$ cat config.mk
export PLATFORM = sky130hd
export DESIGN_NAME = mbox_doorbell_unit
export DESIGN_NICKNAME = d
export VERILOG_FILES = /design/src/rtl/mbx_pkg.sv /design/src/rtl/mbx_port_decode.sv /design/src/rtl/mbx_flag.sv /design/src/rtl/mbx_store.sv /design/src/rtl/mbox_doorbell_unit.sv
export SDC_FILE = /design/constraint.sdc
export NUM_CORES = 1
export LEC_CHECK = 0
export ABC_CLOCK_PERIOD_IN_PS = 2500
export BUFFER_PORTS_ARGS = -buffer_cell sky130_fd_sc_hd__buf_2
export CAP_MARGIN = 20
export CORE_UTILIZATION = 45
export CTS_CLUSTER_DIAMETER = 200
export DETAILED_ROUTE_END_ITERATION = 7
export PLACE_DENSITY_LB_ADDON = 0.08
export SLEW_MARGIN = 20
export SYNTH_ARGS = -nofsm -noshare
export SYNTH_HDL_FRONTEND = slang
export SYNTH_SLANG_ARGS = --single-unit
$ cat constraint.sdc
create_clock -name clk -period 2.5 [get_ports clk]
set_input_delay 0 -clock clk [delete_from_list [all_inputs] [get_ports clk]]
set_output_delay 0 -clock clk [all_outputs]
set_load 0.02 [all_outputs]
$ cat src/rtl/mbx_pkg.sv
package mbx_pkg;
    parameter int ADDR_W  = 16;
    parameter int DATA_W  = 18;
    parameter int NUM_BOX = 2;

    typedef logic [ADDR_W-1:0] addr_t;
    typedef logic [DATA_W-1:0] word_t;

    // Inbox k belongs to port k: 0 = left (0xFFFE), 1 = right (0xFFFF)
    localparam addr_t BOX_BASE = addr_t'({ADDR_W{1'b1}}) - addr_t'(NUM_BOX - 1);

    typedef struct packed {
        logic               write;   // enabled, write strobe, not inhibited
        logic               read;    // enabled, read direction
        logic               notice;  // enabled with output enable
        logic [NUM_BOX-1:0] hit;     // one-hot inbox match
    } port_op_t;

    function automatic logic [NUM_BOX-1:0] box_hit(input addr_t a);
        logic [NUM_BOX-1:0] h;
        for (int k = 0; k < NUM_BOX; k++)
            h[k] = (a == BOX_BASE + addr_t'(k));
        return h;
    endfunction

    function automatic word_t box_pick(input logic [NUM_BOX-1:0] h,
                                       input word_t [NUM_BOX-1:0] w);
        word_t v = '0;
        for (int k = 0; k < NUM_BOX; k++)
            if (h[k]) v |= w[k];
        return v;
    endfunction
endpackage

$ cat src/rtl/mbx_port_decode.sv
module mbx_port_decode
    import mbx_pkg::*;
(
    input  logic     ce_n,
    input  logic     oe_n,
    input  logic     rw_n,
    input  logic     busy_n,
    input  addr_t    addr,
    output port_op_t op
);
    always_comb begin
        op.write  = !ce_n && !rw_n && busy_n;
        op.read   = !ce_n &&  rw_n;
        op.notice = !ce_n && !oe_n;
        op.hit    = box_hit(addr);
    end
endmodule

$ cat src/rtl/mbx_flag.sv
module mbx_flag #(
    parameter bit EN = 1'b1
) (
    input  logic clk,
    input  logic rst,
    input  logic ring,
    input  logic ack,
    output logic int_n
);
    generate
        if (EN) begin : g_live
            always_ff @(posedge clk) begin
                if (rst)       int_n <= 1'b1;
                else if (ring) int_n <= 1'b0;   // set wins over clear
                else if (ack)  int_n <= 1'b1;
            end

            // a ring always leaves the line low
            a_r7_ring_wins: assert property (@(posedge clk) disable iff (rst)
                ring |=> !int_n);
            // an acknowledge without a ring releases the line
            a_r3_ack_release: assert property (@(posedge clk) disable iff (rst)
                (ack && !ring) |=> int_n);
            // line only moves when commanded
            a_r2_hold: assert property (@(posedge clk) disable iff (rst)
                (!ring && !ack) |=> $stable(int_n));
        end else begin : g_off
            always_ff @(posedge clk) int_n <= 1'b1;
            wire unused_ok = ring ^ ack ^ rst;

            a_r10_quiet: assert property (@(posedge clk) disable iff (rst)
                1'b1 |=> int_n);
        end
    endgenerate
endmodule

$ cat src/rtl/mbx_store.sv
module mbx_store
    import mbx_pkg::*;
(
    input  logic                     clk,
    input  logic                     rst,
    input  port_op_t [1:0]           op,
    input  word_t    [1:0]           wdata,
    output word_t    [1:0]           rdata
);
    word_t [NUM_BOX-1:0] box_q;

    genvar k, p;
    generate
        for (k = 0; k < NUM_BOX; k++) begin : g_box
            always_ff @(posedge clk) begin
                if (rst)
                    box_q[k] <= '0;
                else if (op[0].write && op[0].hit[k])   // left has priority
                    box_q[k] <= wdata[0];
                else if (op[1].write && op[1].hit[k])
                    box_q[k] <= wdata[1];
            end

            a_r9_left_wins: assert property (@(posedge clk) disable iff (rst)
                ($past(!rst) && $past(op[0].write && op[0].hit[k]))
                |-> box_q[k] == $past(wdata[0]));
            a_r6_no_write_keeps: assert property (@(posedge clk) disable iff (rst)
                ($past(!rst) && !$past(op[0].write && op[0].hit[k])
                             && !$past(op[1].write && op[1].hit[k]))
                |-> $stable(box_q[k]));
        end

        for (p = 0; p < 2; p++) begin : g_rd
            always_ff @(posedge clk) begin
                if (rst)
                    rdata[p] <= '0;
                else if (op[p].read && |op[p].hit)
                    rdata[p] <= box_pick(op[p].hit, box_q);
                else
                    rdata[p] <= '0;
            end

            a_r8_idle_zero: assert property (@(posedge clk) disable iff (rst)
                !$past(op[p].read && |op[p].hit) |-> rdata[p] == '0);
        end
    endgenerate
endmodule

$ cat src/rtl/mbox_doorbell_unit.sv
module mbox_doorbell_unit
    import mbx_pkg::*;
#(
    parameter bit DOORBELL_EN = 1'b1
) (
    input  logic              clk,
    input  logic              rst,
    input  logic              l_ce_n,
    input  logic              l_oe_n,
    input  logic              l_rw_n,
    input  logic              l_busy_n,
    input  logic [ADDR_W-1:0] l_addr,
    input  logic [DATA_W-1:0] l_wdata,
    output logic [DATA_W-1:0] l_rdata,
    output logic              l_int_n,
    input  logic              r_ce_n,
    input  logic              r_oe_n,
    input  logic              r_rw_n,
    input  logic              r_busy_n,
    input  logic [ADDR_W-1:0] r_addr,
    input  logic [DATA_W-1:0] r_wdata,
    output logic [DATA_W-1:0] r_rdata,
    output logic              r_int_n
);
    localparam int NPORT = 2;

    logic  [NPORT-1:0] ce_n, oe_n, rw_n, busy_n;
    addr_t [NPORT-1:0] addr;
    word_t [NPORT-1:0] wdata, rdata;
    port_op_t [NPORT-1:0] op;
    logic  [NPORT-1:0] int_n;

    assign ce_n   = {r_ce_n,   l_ce_n};
    assign oe_n   = {r_oe_n,   l_oe_n};
    assign rw_n   = {r_rw_n,   l_rw_n};
    assign busy_n = {r_busy_n, l_busy_n};
    assign addr   = {r_addr,   l_addr};
    assign wdata  = {r_wdata,  l_wdata};

    genvar p;
    generate
        for (p = 0; p < NPORT; p++) begin : g_port
            mbx_port_decode u_dec (
                .ce_n   (ce_n[p]),
                .oe_n   (oe_n[p]),
                .rw_n   (rw_n[p]),
                .busy_n (busy_n[p]),
                .addr   (addr[p]),
                .op     (op[p])
            );
            // port p's doorbell rings when the partner writes inbox p,
            // and is acknowledged when port p itself opens inbox p
            mbx_flag #(.EN(DOORBELL_EN)) u_flag (
                .clk   (clk),
                .rst   (rst),
                .ring  (op[NPORT-1-p].write && op[NPORT-1-p].hit[p]),
                .ack   (op[p].notice && op[p].hit[p]),
                .int_n (int_n[p])
            );
        end
    endgenerate

    mbx_store u_store (
        .clk   (clk),
        .rst   (rst),
        .op    (op),
        .wdata (wdata),
        .rdata (rdata)
    );

    assign l_rdata = rdata[0];
    assign r_rdata = rdata[1];
    assign l_int_n = int_n[0];
    assign r_int_n = int_n[1];

    // left line falls only after an uninhibited right write to 0xFFFE
    a_r2_left_cause: assert property (@(posedge clk) disable iff (rst)
        $fell(l_int_n) |-> $past(!r_ce_n && !r_rw_n && r_busy_n
                                 && r_addr == BOX_BASE));
    // right line falls only after an uninhibited left write to 0xFFFF
    a_r4_right_cause: assert property (@(posedge clk) disable iff (rst)
        $fell(r_int_n) |-> $past(!l_ce_n && !l_rw_n && l_busy_n
                                 && l_addr == BOX_BASE + addr_t'(1)));
endmodule

==> reports/metrics.cfg, run 1 <==
[outcome]
status = finished, final reports clean

[clock_tree]
clkSlewWorstSetupHoldPaths_ns = 0.08
post_cts_resized = 0
cts-root-buf = clkbuf_8
cts_buffers = 9
cts_tree = yes
clockBufferDepth = 2
cts-htree-levels = 3
clk_latency_ns = 0.35
numClockSinks = 74

[logic_synthesis]
synth_area_leader_cell = dfxtp_1
synth_area_per_cell_um2 = 9.121
synth_top_area_share_pct = 44.87
synth_xor_area_share_pct = 0
synth_fp_nets = 440
synthMuxAreaShare_pct = 10.91
ys_ff_latch = 74
synth_most_common_cell = dfxtp_1
synth_sequential_area_ratio_pct = 44.87
synthTopCellsByArea = dfxtp_1, mux2i_1, o31ai_1, a31oi_1, o21ai_0
synth_flop_cell = dfxtp_1
netlist_instances = 362
synth-simple-area-share_pct = 17.81
synth_fa_ha_area_share_pct = 0
synthArstFlopShare_pct = 0
synth_edf_count = 0
yosys_warnings = 0
ys_top_cells_by_count = dfxtp_1, nor2_1, o21ai_0
ys_types = 26
synth_top_family_by_area = compound AO/OA/AOI/OAI gates
synth_compound_area_share_pct = 21.07
netlist_area_um2 = 3302

[timing]
tns_ns = 0
setup_viol = 0
rsz0062_at_grt = no
skew_ns = 0.008092
fmax_mhz = 442.8
min_period_over_period_pct = 90.33
final.min_clock_period_ns = 2.258
drv_slew = 0
worst_slew_margin_rel_pct = 47.22
fin_hold_ws_ns = 0.005253
hold_viol_final = 0
tightest_slew_ns = 0.7918
fin_ws_ns = 0.2418

[finish]
fin_area_um2 = 4651
utilization_pct = 66.97
drive_gt1_share_pct = 28.07
area_delta_synth_final_pct = 40.85
instances_no_fill = 609
fin_nets = 586
antenna_cells = 0

[routing]
postRouteAntennaNets = 0
vias_per_cell = 5.847
drc = 0
vias = 3561
drt-pass1-iter-count = 5
wl_um = 10130
drt_iter0_drc = 281
avgRoutedWirePerCell_um = 16.64

[critical_path]
crit_fanout = 12
crit_path_start = r_ce_n
arrival_ns = 2.55
worst-r2r-cell-count = 3
crit_type = in2reg
r2r-end = u_store.box_q[1]
crit_chain = buf_2 > nand4b_1 > nor4_4 > nand4_1 > dlygate4sd3_1 > a31oi_1 > dlygate4sd3_1
crit_path_end_kind = flip-flop
cp.required_ns = 2.79
slowest_stage = nor4_4
critical_path.most_common_cell = dlygate4sd3_1
r2r_slack_ns = 1.21
reg2reg_from = u_store.box_q[1]
critPathLaunchType = input pin
cpPeakStageDelay_ns = 0.74

[die]
rows = 30
dieArea_um2 = 7684
die_width_um = 87.66
chipHeight_um = 87.66
num_io_pins = 116
core_um2 = 6944
start_util_pct = 47.55

[global_route]
first_global_vias = 3277
grt_pass1_wl_um = 15580
grt_use_total_pct = 26.94
overflow = 0
antenna_found_initial = 0
grt_max_degree = 55

[placement]
hpwlAfterDp_um = 6042
dp.cells = 543
place_area_um2 = 3915
port_buffers = 115
pre_cts_ws_ns = 0.5323
gp_congestion = 0.8211

[power]
power.density_nw_per_um2 = 535.5
p_leak_nw = 1.888
design_power_total_mw = 2.491
ir_worst_vdd_uv = 284.9

[min_path]
hold_path_depth = 4
hold_path_end = g_port[0].u_flag.int_n
hold_path.class = in2reg
hold_start = l_oe_n

[job]
drv_cap = 0

==> where the power goes <==
part,total (mW),internal (mW),switching [mW]
Clock,1.09,0.603,0.485
Sequential,1.18,1.18,0.00000279
Combinational,0.225,0.113,0.112
==> what timing repair did <==
| action | 4_1_cts | 5_1_grt |
|---|---|---|
| buffers inserted | 0 | 0 |
| hold buffers | 50 | 0 |
| endpoints found under the hold margin | 36 | 0 |
==> how the worst max path moves through the flow <==
| stage | end | slack, ns | cells after the start |
|---|---|---|---|
| floorplan | u_store.box_q[27] | 1.02 | 6 |
| global placement | u_store.rdata[10] | 0.60 | 5 |
| detailed placement | u_store.rdata[0] | 0.53 | 5 |
| CTS | u_store.box_q[27] | 0.29 | 7 |
| global route | u_store.box_q[27] | 0.18 | 7 |
| finish | u_store.box_q[27] | 0.24 | 7 |
==> routing by layer <==
layer	up-vias	wire [um]	part of all wire (%)	global-route usage (%)
met4	0	301	3.0	13.11
li1	1676	-	-	-
met2	208	4847	48	45.10
met1	1643	4321	43	33.35
met3	34	664	6.6	5.090
met5	-	0	0	0
==> state kept, by name, indices dropped and copies added, names as in the netlist <==
signal,cells
u_store.rdata,36
g_port.u_flag.int_n,2
u_store.box_q,36
==> worst max-delay path: cells and delay by family <==
kind	cells	cell delay (ns)
AOI/OAI and AO/OA	1	0.16
buffers and inverters	3	1.25
and+or+nand+nor	3	1.14
==> cells by family (layout without fill, tap and decap cells) <==
group / after synthesis / count (layout)
AOI/OAI and AO/OA: 112 / 112
buffers and inverters: 41 / 192
DFF: 74 / 74
muxes: 36 / 36
and+or+nand+nor: 99 / 99
==> area by class of cell <==
class / count / area [um^2]
clock buffers: 10 / 137.6
clock inverters: 6 / 97.59
fillers: 600 / 2293
inverters: 1 / 3.754
multi-input cells: 247 / 1647
flip-flops and latches: 74 / 1481
well taps: 96 / 120.1
repair buffers: 175 / 1164
==> placed cells by master, fill, tap and decap left out, types with 2 or more instances in the layout <==
cell type / synthesis / routed
o21ai_0: 38 / 38
o31ai_1: 36 / 36
mux2i_1: 36 / 36
or2_1: 2 / 2
a31oi_1: 36 / 36
nor2_1: 39 / 39
a21oi_1: 2 / 2
bufinv_16: 0 / 2
nor3_1: 3 / 3
buf_4: 0 / 9
clkbuf_8: 0 / 10
nand4_1: 24 / 24
clkinv_4: 0 / 2
dlygate4sd3_1: 0 / 50
nand2_1: 2 / 2
buf_2: 6 / 115
dfxtp_1: 74 / 74
nand4b_1: 20 / 20
Note: power is estimated with default switching activity, not from simulation.
==> run 2: changes to the inputs <==
--- a/config.mk
+++ b/config.mk
@@ -5,6 +5,7 @@
 export SDC_FILE = /design/constraint.sdc
 export NUM_CORES = 1
 export LEC_CHECK = 0
+export ABC_AREA = 1
 export ABC_CLOCK_PERIOD_IN_PS = 2500
 export BUFFER_PORTS_ARGS = -buffer_cell sky130_fd_sc_hd__buf_2
 export CAP_MARGIN = 20
==> reports/metrics.cfg, run 2 <==
[routing]
postRouteAntennaNets = 0  ; unchanged
drc = 0  ; unchanged
wl_um = 9760  ; -3.7%
vias = 3718  ; +4.4%
vias_per_cell = 4.810  ; -18%
drt-pass1-iter-count = 5  ; unchanged
drt_iter0_drc = 242  ; -14%
avgRoutedWirePerCell_um = 12.63  ; -24%

[logic_synthesis]
synth_compound_area_share_pct = 5.798  ; -15 points
synthArstFlopShare_pct = 0  ; unchanged
synth_sequential_area_ratio_pct = 40.38  ; -4.5 points
synth_area_leader_cell = dfxtp_1
synth_flop_cell = dfxtp_1
synth-simple-area-share_pct = 44.68  ; +27 points
synthMuxAreaShare_pct = 0  ; -11 points
synthTopCellsByArea = dfxtp_1, nand2_1, nor2_1, nand3b_1, a21oi_1
netlist_instances = 543  ; +50%
ys_types = 19  ; -27%
ys_ff_latch = 74  ; unchanged
synth_fp_nets = 621  ; +41%
synth_fa_ha_area_share_pct = 0  ; unchanged
synth_top_family_by_area = simple AND/OR/NAND/NOR gates
synth_most_common_cell = nand2_1
ys_top_cells_by_count = nand2_1, nor2_1, dfxtp_1
synth_edf_count = 0  ; unchanged
synth_xor_area_share_pct = 0  ; unchanged
synth_top_area_share_pct = 40.38  ; -4.5 points
synth_area_per_cell_um2 = 6.756  ; -26%
yosys_warnings = 0  ; unchanged
netlist_area_um2 = 3669  ; +11%

[finish]
final_common_cell = nand2_1
seqCellArea_um2 = 1481  ; unchanged
antenna_cells = 0  ; unchanged
top_regs = u_store.box_q: 36 flops, u_store.rdata: 36 flops, g_port.u_flag.int_n: 2 flops
layout_common_cells = nand2_1, nor2_1, buf_2
fin_nets = 744  ; +27%
utilization_pct = 59.07  ; -7.9 points
multi_input_area_um2 = 1852  ; +12%
area_delta_synth_final_pct = 25.72
fillers = 812  ; +35%
drive_gt1_share_pct = 22.80  ; -5.3 points
fin_area_um2 = 4612  ; -0.83%

[power]
design_power_total_mw = 2.446  ; -1.8%
power.density_nw_per_um2 = 530.4  ; -0.96%
p_sw_mw = 0.5275  ; -12%
p_sw_share_pct = 21.57  ; -2.4 points
combPwrFrac_pct = 5.8  ; -3.2 points
seqPwrFrac_pct = 48.1  ; +0.8 points
clkPwrFrac_pct = 46.1  ; +2.4 points
ir_worst_vdd_uv = 357.3  ; +25%
p_leak_nw = 2.302  ; +22%
power.internal_mw = 1.919  ; +1.3%

[clock_tree]
clockBufferDepth = 2  ; unchanged
numClockSinks = 74  ; unchanged
clk_latency_ns = 0.34  ; about the same
cts_tree = yes
cts_buffers = 9  ; unchanged
cts-htree-levels = 3  ; unchanged
post_cts_buffers = 0  ; unchanged
clkSlewWorstSetupHoldPaths_ns = 0.08  ; about the same
cts-root-buf = clkbuf_8
post_cts_resized = 0  ; unchanged

[die]
dieArea_um2 = 8517  ; +11%
chipHeight_um = 92.29  ; +5.3%
die_width_um = 92.29  ; +5.3%
core_um2 = 7807  ; +12%
rows = 32  ; +6.7%
start_util_pct = 46.99  ; -0.56 points
num_io_pins = 116  ; unchanged

[critical_path]
reg2reg_from = u_store.box_q[32]
crit_path_start = r_addr[9]
arrival_ns = 2.15  ; -0.40 ns
critPathLaunchType = input pin
cpPeakStageDelay_ns = 0.55  ; -0.19 ns
r2r-end = u_store.box_q[32]
crit_chain = buf_2 > nand2_1 > nor2_1 > nand2_1 > nor2_4 > nand2_4 > nand2_4 > nand2_1 > nor2_1 > dlygate4sd3_1 > nor2_1
r2r_slack_ns = 1.72  ; +0.51 ns
crit_cells = 11  ; +4
cp.required_ns = 2.75  ; -0.04 ns
worst-path-buf-inv = 2  ; -1
worst-r2r-cell-count = 3  ; unchanged
crit_type = in2reg
crit_path_end_kind = flip-flop
crit_family = simple AND/OR/NAND/NOR gates
slowest_stage = dlygate4sd3_1
crit_fanout = 21  ; +9

[global_route]
grt_pass1_wl_um = 15930  ; +2.2%
grt_util_met2_pct = 33.89  ; -11 points
antenna_found_initial = 0  ; unchanged
grt_max_degree = 43  ; -22%
grt_busiest_layer = met1
met1_usage_pct = 36.56  ; +3.2 points
grt_use_total_pct = 24.00  ; -2.9 points
overflow = 0  ; unchanged
first_global_vias = 3236  ; -1.3%
met3_usage_pct = 5.419  ; +0.33 points

[timing]
drv_slew = 0  ; unchanged
skew_ns = 0.004217  ; -0.003875 ns
fmax_mhz = 526.6  ; +19%
hold_viol_final = 0  ; unchanged
final.min_clock_period_ns = 1.899  ; -0.3593 ns
fin_ws_ns = 0.6011  ; +0.3593 ns
tightest_slew_ns = 0.7968  ; +0.005063 ns
tns_ns = 0  ; unchanged
worst_slew_margin_rel_pct = 46.87  ; -0.34 points
min_period_over_period_pct = 75.95  ; -14 points
setup_viol = 0  ; unchanged
rsz0062_at_grt = no

[min_path]
hold_start = l_wdata[16]
hold_path_depth = 5  ; +1
hold_path_end = u_store.box_q[34]
hold_path.class = in2reg

[placement]
pre_cts_ws_ns = 0.6962  ; +0.1638 ns
port_buffers = 115  ; unchanged
hpwlAfterDp_um = 6741  ; +12%
place_area_um2 = 4160  ; +6.3%
gp_congestion = 0.8057  ; -1.9%

[outcome]
status = finished, final reports clean

[job]
drv_cap = 0  ; unchanged

-- run 2: cell count changes after synthesis, sizes merged, moves of 17 or more --
cell	previous run	this run
a21oi	2	36
nand3b	1	36
o31ai	36	0
o21ai	38	2
buf	11	28
clkbuf	29	2
nand4b	20	0
nand4	24	0
a31oi	36	0
inv	1	21
nand2	2	214
mux2i	36	0
nor2	39	124
-- run 2: routing by layer --
metal | wire length (um) | vias to the layer above
met2 | 3956 | 181
met3 | 838 | 8
met4 | 84 | 0
met1 | 4880 | 1615
li1 | - | 1914
met5 | 0 | -
-- run 2: how the worst max path moves through the flow --
| stage | to | slack, ns |
|---|---|---|
| 4_1_cts | u_store.box_q[18] | 0.62 |
| 5_1_grt | u_store.box_q[26] | 0.43 |
| 2_1_floorplan | u_store.box_q[10] | 1.45 |
| 6_report | u_store.box_q[26] | 0.60 |
| 3_5_place_dp | u_store.box_q[33] | 0.70 |
| 3_3_place_gp | u_store.box_q[33] | 0.73 |
-- run 2: what timing repair did --
action	4_1_cts	5_1_grt
endpoints found under the setup margin	0	0
hold buffers	21	0
hold endpoints to repair	36	0
-- run 2: logic make-up (layout without fill, tap and decap cells) --
kind of cell,Yosys count,count (layout)
buffers and inverters,51,179
AND/OR/NAND/NOR,378,378
flip-flops,74,74
AO/OA/AOI/OAI,40,40
-- run 2: metrics by stage --
step	std cells	hold slack (ns)
CTS	773	0.0009731
detailed placement	736	0.3041
finish	773	0.01659
global placement	736	0.2966
floorplan	543	0.2107
global route	773	0.003295
-- run 2: worst reg2reg max path: stages, from the launching register on --
cell	delay (ns)
dfxtp_1	0.42
nand3b_1	0.14
nand2_1	0.07
nor2_1	0.10
-- run 2: layout make-up --
class                      count  area share (%)
inverter                      21           1.709
clock inverter                 7           2.550
clock buffer                   9           2.686
tap                          102           2.767
multi-input combinational    418           40.15
sequential                    74           32.12
timing repair buffer         142           18.01
-- run 2: power by group through the flow --
stage | Combinational (mW) | Sequential (mW) | Clock [mW]
6_report | 0.142 | 1.18 | 1.13
5_1_grt | 0.160 | 1.18 | 1.21
4_1_cts | 0.142 | 1.18 | 1.14
3_5_place_dp | 0.119 | 1.21 | 0
3_3_place_gp | 0.118 | 1.21 | 0
2_1_floorplan | 0.0443 | 1.21 | 0
==> run 3: changes to the inputs <==
--- a/config.mk
+++ b/config.mk
@@ -6,7 +6,7 @@
 export NUM_CORES = 1
 export LEC_CHECK = 0
 export ABC_AREA = 1
-export ABC_CLOCK_PERIOD_IN_PS = 2500
+export ABC_CLOCK_PERIOD_IN_PS = 1800
 export BUFFER_PORTS_ARGS = -buffer_cell sky130_fd_sc_hd__buf_2
 export CAP_MARGIN = 20
 export CORE_UTILIZATION = 45
==> constraint.sdc (replaced) <==
create_clock -name clk -period 1.8 [get_ports clk]
set_input_delay 0 -clock clk [delete_from_list [all_inputs] [get_ports clk]]
set_output_delay 0 -clock clk [all_outputs]
set_load 0.02 [all_outputs]
==> reports/metrics.cfg, run 3 (synthesis gave the netlist of run 2 again) <==
[finish]
area_delta_synth_final_pct = 24.93
final_common_cell = nand2_1
drive_gt1_share_pct = 23.51  ; +0.71 points
antenna_cells = 0  ; unchanged
top_regs = u_store.box_q: 36 flops, u_store.rdata: 36 flops, g_port.u_flag.int_n: 2 flops
layout_common_cells = nand2_1, nor2_1, buf_2
fin_nets = 745  ; +0.13%

[clock_tree]
cts-root-buf = clkbuf_8
cts_buffers = 9  ; unchanged
clk_latency_ns = 0.34  ; about the same
post_cts_resized = 0  ; unchanged
cts_tree = yes
cts-htree-levels = 3  ; unchanged
clkSlewWorstSetupHoldPaths_ns = 0.08  ; about the same
numClockSinks = 74  ; unchanged
clockBufferDepth = 2  ; unchanged

[critical_path]
cp.required_ns = 2.03  ; -0.72 ns
critPathLaunchType = input pin
arrival_ns = 1.82  ; -0.33 ns
cpPeakStageDelay_ns = 0.53  ; -0.02 ns
crit_type = in2reg
slowest_stage = dlygate4sd3_1
crit_path_end_kind = flip-flop
reg2reg_from = u_store.box_q[33]
crit_chain = dlygate4sd3_1 > buf_2 > nor3b_2 > nand2_4 > nand2_4 > nand2_1 > nor2_1 > nor2_1
crit_fanout = 19  ; -9.5%
crit_path_start = r_ce_n

[timing]
rsz0062_at_grt = no
tightest_slew_ns = 0.4112  ; -0.3856 ns
skew_ns = 0.006509  ; +0.002292 ns
fin_hold_ws_ns = 0.008110  ; -0.008478 ns
hold_viol_final = 0  ; unchanged
min_period_over_period_pct = 88.51
fmax_mhz = 627.7
tns_ns = 0  ; unchanged
drv_slew = 0  ; unchanged
worst_slew_margin_rel_pct = 72.49  ; +26 points
final.min_clock_period_ns = 1.593
setup_viol = 0  ; unchanged

[routing]
vias_per_cell = 4.767  ; -0.88%
drt-pass1-iter-count = 5  ; unchanged
drt_iter0_drc = 202  ; -17%
wl_um = 9574  ; -1.9%
avgRoutedWirePerCell_um = 12.37  ; -2.0%
postRouteAntennaNets = 0  ; unchanged
vias = 3690  ; -0.75%
drc = 0  ; unchanged

[die]
chipHeight_um = 92.29  ; unchanged
rows = 32  ; unchanged
die_width_um = 92.29  ; unchanged
start_util_pct = 46.99  ; unchanged
dieArea_um2 = 8517  ; unchanged
core_um2 = 7807  ; unchanged
num_io_pins = 116  ; unchanged

[min_path]
hold_path.class = in2reg
hold_start = l_wdata[4]

[placement]
gp_congestion = 0.7983  ; -0.92%
port_buffers = 115  ; unchanged
hpwlAfterDp_um = 6888  ; +2.2%

[power]
power.density_nw_per_um2 = 662.9  ; +25%
ir_worst_vdd_uv = 292.6  ; -18%
p_leak_nw = 2.286  ; -0.69%

[global_route]
grt_use_total_pct = 23.50  ; -0.51 points
antenna_found_initial = 0  ; unchanged
first_global_vias = 3229  ; -0.22%
grt_pass1_wl_um = 15700  ; -1.4%
grt_max_degree = 42  ; -2.3%
overflow = 0  ; unchanged

[outcome]
status = finished, final reports clean

[job]
drv_cap = 0  ; unchanged

## run 3: critical path: cells and delay by family
family,cells,cell delay [ns]
and+or+nand+nor,6,1.16
buffers and inverters,2,0.67
## run 3: per-layer routing
metal / GRT usage (%) / part of all wire (%) / up-vias
met2: 35.14 / 41 / 161
met5: 0 / 0 / -
met4: 5.859 / 0.99 / 0
met1: 34.12 / 51 / 1606
li1: - / - / 1913
met3: 5.255 / 7.6 / 10
## run 3: final cells by class
cell class                      instances  area, um^2
Multi-Input combinational cell        418        1852
Timing Repair Buffer                  143       853.3
Clock inverter                          4       25.02
Tap cell                              102       127.6
Inverter                               21       78.83
Fill cell                             799        3224
Clock buffer                           12       165.2
Sequential cell                        74        1481
## run 3: path summary, 6_finish.rpt
check        slack, ns                 to  cells past startpoint
max               0.21  u_store.box_q[34]                      8
min              0.008  u_store.box_q[22]                      5
max reg2reg       1.07  u_store.rdata[15]                      2
min reg2reg       0.48  u_store.rdata[22]                      2
## run 3: report_power, final
group,internal [mW],switching [mW]
Clock,0.609,0.604
Combinational,0.106,0.0845
Sequential,1.64,0.00000619
Total,2.35,0.688
## run 3: metrics by stage
step / setup WS (ns) / cells / instance area, um^2 / util (%) / power, mW
after floorplan: 0.7468 / 543 / 3669 / - / 1.735
after global routing: 0.1391 / 774 / 4583 / 58.70 / 3.148
after detailed placement: 0.2827 / 741 / 4223 / 54.09 / 1.838
final: 0.2068 / 774 / 4583 / 58.70 / 3.038
after CTS: 0.2258 / 774 / 4583 / 58.70 / 3.048
after global placement: 0.2731 / 741 / 4223 / 54.09 / 1.836
## run 3: timing repair
action                                 CTS  global route
buffers inserted                         0             0
hold buffers                            17             0
endpoints found under the hold margin   25             0
